**config.mk**
```make
export PLATFORM = sky130hd
export DESIGN_NAME = async_write_master
export DESIGN_NICKNAME = d
export VERILOG_FILES = /design/src/rtl/awm_pkg.sv /design/src/rtl/awm_sync.sv /design/src/rtl/awm_timer.sv /design/src/rtl/async_write_master.sv
export SDC_FILE = /design/constraint.sdc
export NUM_CORES = 1
export LEC_CHECK = 0
export BUFFER_PORTS_ARGS = -buffer_cell sky130_fd_sc_hd__buf_2
export CAP_MARGIN = 20
export CORE_MARGIN = 1
export CORE_UTILIZATION = 52
export DETAILED_ROUTE_END_ITERATION = 10
export MAX_ROUTING_LAYER = met4
export PLACE_DENSITY = 0.85
export SLEW_MARGIN = 10
export SYNTH_ARGS = -nofsm -noshare
export SYNTH_HDL_FRONTEND = slang
export SYNTH_SLANG_ARGS = --single-unit
```
**constraint.sdc**
```tcl
create_clock -name clk -period 3.4 [get_ports clk]
set_clock_uncertainty 0.15 [all_clocks]
set_input_delay 0.17 -clock clk [delete_from_list [all_inputs] [get_ports clk]]
set_output_delay 0.17 -clock clk [all_outputs]
set_load 0.05 [all_outputs]
```
**src/rtl/awm_pkg.sv**
```systemverilog
package awm_pkg;
    typedef enum logic [1:0] {
        ST_IDLE    = 2'd0,
        ST_SETTLE  = 2'd1,
        ST_ASK     = 2'd2,
        ST_RELEASE = 2'd3
    } awm_state_e;
endpackage

```
**src/rtl/awm_sync.sv**
```systemverilog
module awm_sync #(
    parameter int STAGES = 2
) (
    input  logic clk,
    input  logic rst_n,
    input  logic async_in,
    output logic sync_out
);
    logic [STAGES-1:0] chain_q;

    always_ff @(posedge clk or negedge rst_n) begin
        if (!rst_n) chain_q <= '0;
        else        chain_q <= {chain_q[STAGES-2:0], async_in};
    end

    assign sync_out = chain_q[STAGES-1];
endmodule

```
**src/rtl/awm_timer.sv**
```systemverilog
module awm_timer #(
    parameter int CNT_W = 16
) (
    input  logic             clk,
    input  logic             rst_n,
    input  logic             load,
    input  logic [CNT_W-1:0] load_val,
    input  logic             dec,
    output logic             expired
);
    logic [CNT_W-1:0] cnt_q;

    always_ff @(posedge clk or negedge rst_n) begin
        if (!rst_n)                cnt_q <= '0;
        else if (load)             cnt_q <= load_val;
        else if (dec && cnt_q != 0) cnt_q <= cnt_q - 1'b1;
    end

    assign expired = (cnt_q == '0);
endmodule

```
**src/rtl/async_write_master.sv**
```systemverilog
module async_write_master #(
    parameter int ADDR_W      = 16,
    parameter int DATA_W      = 32,
    parameter int SETTLE_W    = 8,
    parameter int TMO_W       = 16,
    parameter int SYNC_STAGES = 2
) (
    input  logic                clk,
    input  logic                rst_n,
    input  logic                cmd_start,
    input  logic [ADDR_W-1:0]   cmd_addr,
    input  logic [DATA_W-1:0]   cmd_data,
    input  logic [SETTLE_W-1:0] cfg_settle,
    input  logic [TMO_W-1:0]    cfg_timeout,
    output logic [ADDR_W-1:0]   bus_addr,
    output logic [DATA_W-1:0]   bus_data,
    output logic                bus_wr,
    output logic                bus_req,
    input  logic                bus_ack,
    output logic                busy,
    output logic                done,
    output logic                err
);
    import awm_pkg::*;

    localparam int CNT_W = (SETTLE_W > TMO_W) ? SETTLE_W : TMO_W;

    awm_state_e       st_q, st_nx;
    logic             ack_s;
    logic             tmr_load, tmr_dec, tmr_expired;
    logic [CNT_W-1:0] tmr_val;
    logic             accept, finish, abort;

    awm_sync #(.STAGES(SYNC_STAGES)) u_sync (
        .clk      (clk),
        .rst_n    (rst_n),
        .async_in (bus_ack),
        .sync_out (ack_s)
    );

    awm_timer #(.CNT_W(CNT_W)) u_timer (
        .clk      (clk),
        .rst_n    (rst_n),
        .load     (tmr_load),
        .load_val (tmr_val),
        .dec      (tmr_dec),
        .expired  (tmr_expired)
    );

    // next-state and timer control
    always_comb begin
        st_nx    = st_q;
        tmr_load = 1'b0;
        tmr_dec  = 1'b0;
        tmr_val  = '0;
        accept   = 1'b0;
        finish   = 1'b0;
        abort    = 1'b0;
        unique case (st_q)
            ST_IDLE: begin
                if (cmd_start) begin
                    accept   = 1'b1;
                    tmr_load = 1'b1;
                    tmr_val  = CNT_W'(cfg_settle);
                    st_nx    = ST_SETTLE;
                end
            end
            ST_SETTLE: begin
                if (tmr_expired && !ack_s) begin
                    tmr_load = 1'b1;
                    tmr_val  = CNT_W'(cfg_timeout);
                    st_nx    = ST_ASK;
                end else begin
                    tmr_dec = 1'b1;
                end
            end
            ST_ASK: begin
                if (ack_s) begin
                    st_nx = ST_RELEASE;
                end else if (tmr_expired) begin
                    abort = 1'b1;
                    st_nx = ST_IDLE;
                end else begin
                    tmr_dec = 1'b1;
                end
            end
            ST_RELEASE: begin
                if (!ack_s) begin
                    finish = 1'b1;
                    st_nx  = ST_IDLE;
                end
            end
            default: st_nx = ST_IDLE;
        endcase
    end

    // state register
    always_ff @(posedge clk or negedge rst_n) begin
        if (!rst_n) st_q <= ST_IDLE;
        else        st_q <= st_nx;
    end

    // registered outputs, decoded from the next state
    always_ff @(posedge clk or negedge rst_n) begin
        if (!rst_n) begin
            bus_addr <= '0;
            bus_data <= '0;
            bus_wr   <= 1'b0;
            bus_req  <= 1'b0;
            busy     <= 1'b0;
            done     <= 1'b0;
            err      <= 1'b0;
        end else begin
            if (accept) begin
                bus_addr <= cmd_addr;
                bus_data <= cmd_data;
            end
            bus_wr  <= (st_nx != ST_IDLE);
            bus_req <= (st_nx == ST_ASK);
            busy    <= (st_nx != ST_IDLE);
            done    <= finish;
            if (accept)     err <= 1'b0;
            else if (abort) err <= 1'b1;
        end
    end

    // bus held steady for the whole transfer
    p_bus_stable_r6: assert property (@(posedge clk) disable iff (!rst_n)
        (busy && $past(busy)) |-> ($stable(bus_addr) && $stable(bus_data) && bus_wr));

    // no request outside a transfer
    p_req_idle_r1: assert property (@(posedge clk) disable iff (!rst_n)
        !busy |-> !bus_req);

    // request rises only with acknowledge low
    p_req_rise_r3: assert property (@(posedge clk) disable iff (!rst_n)
        $rose(bus_req) |-> (!ack_s && busy));

    // request falls only on acknowledge or abort
    p_req_fall_r4: assert property (@(posedge clk) disable iff (!rst_n)
        $fell(bus_req) |-> (ack_s || err));

    // single-cycle completion after the handshake is over
    p_done_pulse_r5: assert property (@(posedge clk) disable iff (!rst_n)
        done |=> !done);

    p_done_quiet_r5: assert property (@(posedge clk) disable iff (!rst_n)
        done |-> (!bus_req && !ack_s && !busy));

    // abort never reports completion
    p_abort_no_done_r8: assert property (@(posedge clk) disable iff (!rst_n)
        $rose(err) |-> (!done && !busy));
endmodule

```
# ---- Word level (Yosys, flattened, before mapping)
# Cells that the tools add are included.
dict set report word_totals {
  regBits 72
  in_bits 76
  out_inout_bits 53
  elab_cells 49
}
dict set report op_classes {
  addsub 1
  n_eq_ne 4
  n_mux 26
  n_reduce_logical 9
}
# op n
set op_table {}
lappend op_table {{2-to-1 mux 16 bit} 3}
lappend op_table {{one-hot mux 16 bit (2 select lines)} 1}
lappend op_table {{logical NOT 16 bit} 1}
lappend op_table {{nonzero test 16 bit} 1}
lappend op_table {{subtractor 16 x 1 -> 16 bit, second input constant} 1}
lappend op_table {{2-to-1 mux 1 bit} 13}
lappend op_table {{2-to-1 mux 2 bit} 5}
lappend op_table {{2-to-1 mux 8 bit} 1}
lappend op_table {{one-hot mux 2 bit (4 select lines)} 1}
lappend op_table {{== test 2 bit, second input constant} 3}
lappend op_table {{nonzero test 2 bit} 3}
lappend op_table {{one-hot mux 1 bit (2 select lines)} 2}
lappend op_table {{== test 2 x 1 -> 1 bit, second input constant} 1}
lappend op_table {{logical AND 1 bit} 2}
lappend op_table {{logical NOT 2 bit} 1}
lappend op_table {{logical NOT 1 bit} 1}

# ---- Logic depth before layout (Yosys ltp)
dict set report depth {
  depth_word 7
  ltp_mapped 9
  depth_no_buf 7
}

# ---- Hierarchy
# Synthesis repeated with hierarchy kept, for this count alone.
dict set report hier_totals {
  cells_unflattened 283
  hier_area_um2 3468.3
}
# module n_inst cells_per_inst area_per_inst_um2 seq_area_each_um2
set by_module_without_submodules {}
lappend by_module_without_submodules {async_write_master 1 157 2354.8 1351.3}
lappend by_module_without_submodules {awm_timer 1 124 1063.5 400.4}
lappend by_module_without_submodules {awm_sync 1 2 50.0 50.0}

# ---- Worst setup path after synthesis
# Ideal clock, no wire load.
dict set report synth_path {
  path_type {reg2reg}
  startpoint {reg u_timer.cnt_q[0]}
  endpoint {reg u_timer.cnt_q[2]}
  setup_time_ps 121
  t_arrival_ps 1690
  required_ps 3129
  setup_slack_ps 1439
  path_stages_with_launch 9
  n_path_buf 1
  synth_period_minus_slack_ps 1961
  path_cell_list {dfrtp_1 -> inv_1 -> ha_1 -> nor4b_2 -> and4_1 -> buf_6 -> a31o_2 -> o22a_1 -> o22a_1}
}
dict set report synth_via {
  elab_chain_len 6
}
# element line
set synth_lines {}
lappend synth_lines {{start: declaration} awm_timer.sv:11} ;# logic [CNT_W-1:0] cnt_q;
lappend synth_lines {{start signal: assignment} awm_timer.sv:15} ;# else if (load) cnt_q <= load_val;
lappend synth_lines {{start signal: assignment} awm_timer.sv:16} ;# else if (dec && cnt_q != 0) cnt_q <= cnt_q - 1'b1;
lappend synth_lines {{parallel branches: the longest is 6 deep, another holds subtractor 16 x 1 -> 16 bit} n/a}
# Several ways; the timed one is not identified. The select of a mux whose other input is x is not followed.
# A chain may end at the register's enable or synchronous reset.

# ---- Worst setup path after layout
dict set report layout_path {
  startpoint {reg u_timer.cnt_q[1]}
  endpoint {reg u_timer.cnt_q[5]}
}
# The elaborated chain is that of the path after synthesis.

==> results.json <==
{
  "status": "finished, final reports clean",
  "fillers": 332,
  "vias_per_cell": 5.56,
  "slew_viol_final": 0,
  "io_pins": 129,
  "grt_max_degree": 33,
  "drv_cap": 0,
  "tightest_slew_ns": 0.867,
  "nets": 641,
  "ys.flop_type": "dfrtp_1",
  "startpoint_type": "flip-flop",
  "power_w": 0.00478,
  "cts_setup_buffers": 0,
  "fmax_mhz": 322,
  "finalWorstSetupSlack_ns": 0.299,
  "setup_viol": 0,
  "antenna_found_initial": 0,
  "gp_congestion": 0.868,
  "syn_area_um2": 3310,
  "cts_tree": "yes",
  "finalSetupTns_ns": 0,
  "clock_sinks": 72,
  "grt-ovfl-total": 0,
  "detail-route-antenna-nets": 0,
  "grt_util_all_layers": 0.366,
  "critPathKind": "reg -> reg",
  "synth.distinct_cells": 46,
  "worst_setup_path_end_kind": "flip-flop",
  "route.detailed.drc": 0,
  "initial_utilization": 0.549,
  "fin_crit_sh": 0.912,
  "clock_latency_ns": 0.35,
  "ys_ff_latch": 72,
  "num_vias": 3547,
  "finalCriticalPeriod_ns": 3.10,
  "synth_nets": 443,
  "drt_iter0_drc": 356,
  "hpwl_um": 5630,
  "hold_violations": 0,
  "ys_async_sr_fraction": 1.00,
  "yosysWarnings": 0,
  "syn_inst": 361,
  "yosysSeqAreaShare": 0.544,
  "antenna_cells": 0,
  "slew_headroom": 0.420,
  "routedWlPerCell_um": 16.8,
  "rows": 28,
  "die_height_um": 81.8,
  "layout-drive-gt1-share": 0.288,
  "die_area_um2": 6690,
  "dr.pass1.iters": 5,
  "postSynthAreaPerCell_um2": 9.17,
  "core_um2": 6030,
  "vdd_drop_max_mv": 0.845,
  "cts-root-buf": "clkbuf_8",
  "fin_util": 0.818,
  "wl_um": 10700,
  "worstPathArrival_ns": 3.21,
  "port_buffers": 128,
  "area_delta_synth_final_pct": 48.9,
  "rsz0062_at_grt": "no",
  "grt_pass1_vias": 3629,
  "dp_slack_ns": 1.05,
  "clockBufferDepth": 2,
  "grt_first_pass_wirelength_um": 17300,
  "p_per_area_nw_per_um2": 969,
  "crit_required_ns": 3.51,
  "numCtsBuffers": 9,
  "p_leak_nw": 2.54,
  "clkTransAtPathRegs_ns": 0.08,
  "die_width_um": 81.8,
  "synth-edff-count": 0,
  "min_path_type": "in -> reg",
  "path_max_fanout": 14,
  "cts_htree_levels": 3,
  "r2r_slack_ns": 0.30
}
==> power breakdown <==
part           switching (W)  total (W)  internal, W
clock network       0.000322   0.000773     0.000452
registers           0.000291    0.00151      0.00122
logic                0.00185    0.00249     0.000640
==> through the flow <==
step	cell area, um2	std cells	hold slack, ns
floorplan	3310	361	-0.276
global placement	3980	551	0.0920
detailed placement	3980	551	0.105
CTS	4930	638	0.0751
global route	4930	638	0.105
finish	4930	638	0.0947
==> worst max-delay path, stage by stage, from the launching register on <==
cell           delay (ns)
dfrtp_1              0.43
inv_1                0.12
ha_1                 0.17
nor4b_2              0.33
nand4_1              0.17
nor3b_2              0.73
a22oi_1              0.15
dlygate4sd3_1        0.64
o21ai_0              0.11
==> synth_stat cells (2+ instances only) <==
cell type  number  share of area
o22a_1          2         0.0053
buf_6           4          0.014
nor4_2          3          0.011
o21ai_0        10          0.015
o21a_1          2         0.0045
nand4_1         2         0.0038
xnor2_1        13          0.034
nor3_1         11          0.017
o21ai_1         7          0.011
ha_1            6          0.023
nor2_2          2         0.0038
dfrtp_1        72           0.54
a21oi_1         3         0.0045
nor4_1          4         0.0076
and4_1          2         0.0053
clkbuf_1       11          0.012
inv_1           6         0.0068
nand2_1       158           0.18
nor2_1          8         0.0091
a22oi_1         5          0.011
nor2b_1         4         0.0076
nor4b_2         2         0.0091
==> logic make-up after synthesis <==
group | count (synthesis) | synth area share
adder cells (fa/ha/maj) | 6 | 0.0227
XOR/XNOR | 13 | 0.0344
buffers and inverters | 24 | 0.0378
flip-flops | 72 | 0.544
AO/OA/AOI/OAI | 41 | 0.0839
AND/OR/NAND/NOR | 205 | 0.277
==> layer usage <==
layer,GRT usage,up-vias,routed length (um)
met5,-,-,0
met4,0.177,0,312
met3,0.0767,44,746
met2,0.595,244,5670
met1,0.434,1681,4020
li1,-,1578,-
==> placed cells by master, fill, tap and decap left out, drive strengths merged, types with 4 or more instances in the layout <==
cell type,instances
nor3,11
nor2,10
buf,133
dlygate4sd3,72
inv,7
a21oi,4
clkbuf,11
nor2b,4
dfrtp,72
ha,6
xnor2,13
a22oi,5
nor4,8
nand2,158
o21ai,17
==> worst paths after layout <==
check | start | end | depth (start not counted)
max | u_timer.cnt_q[1] | u_timer.cnt_q[5] | 8
min | cfg_timeout[2] | u_timer.cnt_q[2] | 3
max reg2reg | u_timer.cnt_q[1] | u_timer.cnt_q[5] | 8
min reg2reg | u_sync.chain_q[0] | u_sync.chain_q[1] | 0
max in group asynchronous | rst_n | bus_data[5] | 3
min in group asynchronous | rst_n | bus_data[12] | 2
==> sequential cells by signal, summed over array words and instances, names as in the netlist <==
register / cells
u_sync.chain_q: 2
bus_data: 32
bus_req: 1
done: 1
u_timer.cnt_q: 16
err: 1
busy: 1
bus_addr: 16
st_q: 2
==> cell type report <==
cell class                 count  area [um2]  share of cell area
inverter                       6        22.5             0.00457
timing repair buffer         205        1400               0.284
sequential                    72        1800               0.365
clock buffer                  11         151              0.0307
multi-input combinational    265        1390               0.281
tap                           75        93.8              0.0190
clock inverter                 4        76.3              0.0155
==> timing repair <==
action | CTS | global route
endpoints found under the hold margin | 94 | 0
resized for setup | 0 | 0
hold buffers | 72 | 0
Note: power is estimated with default switching activity, not from simulation.
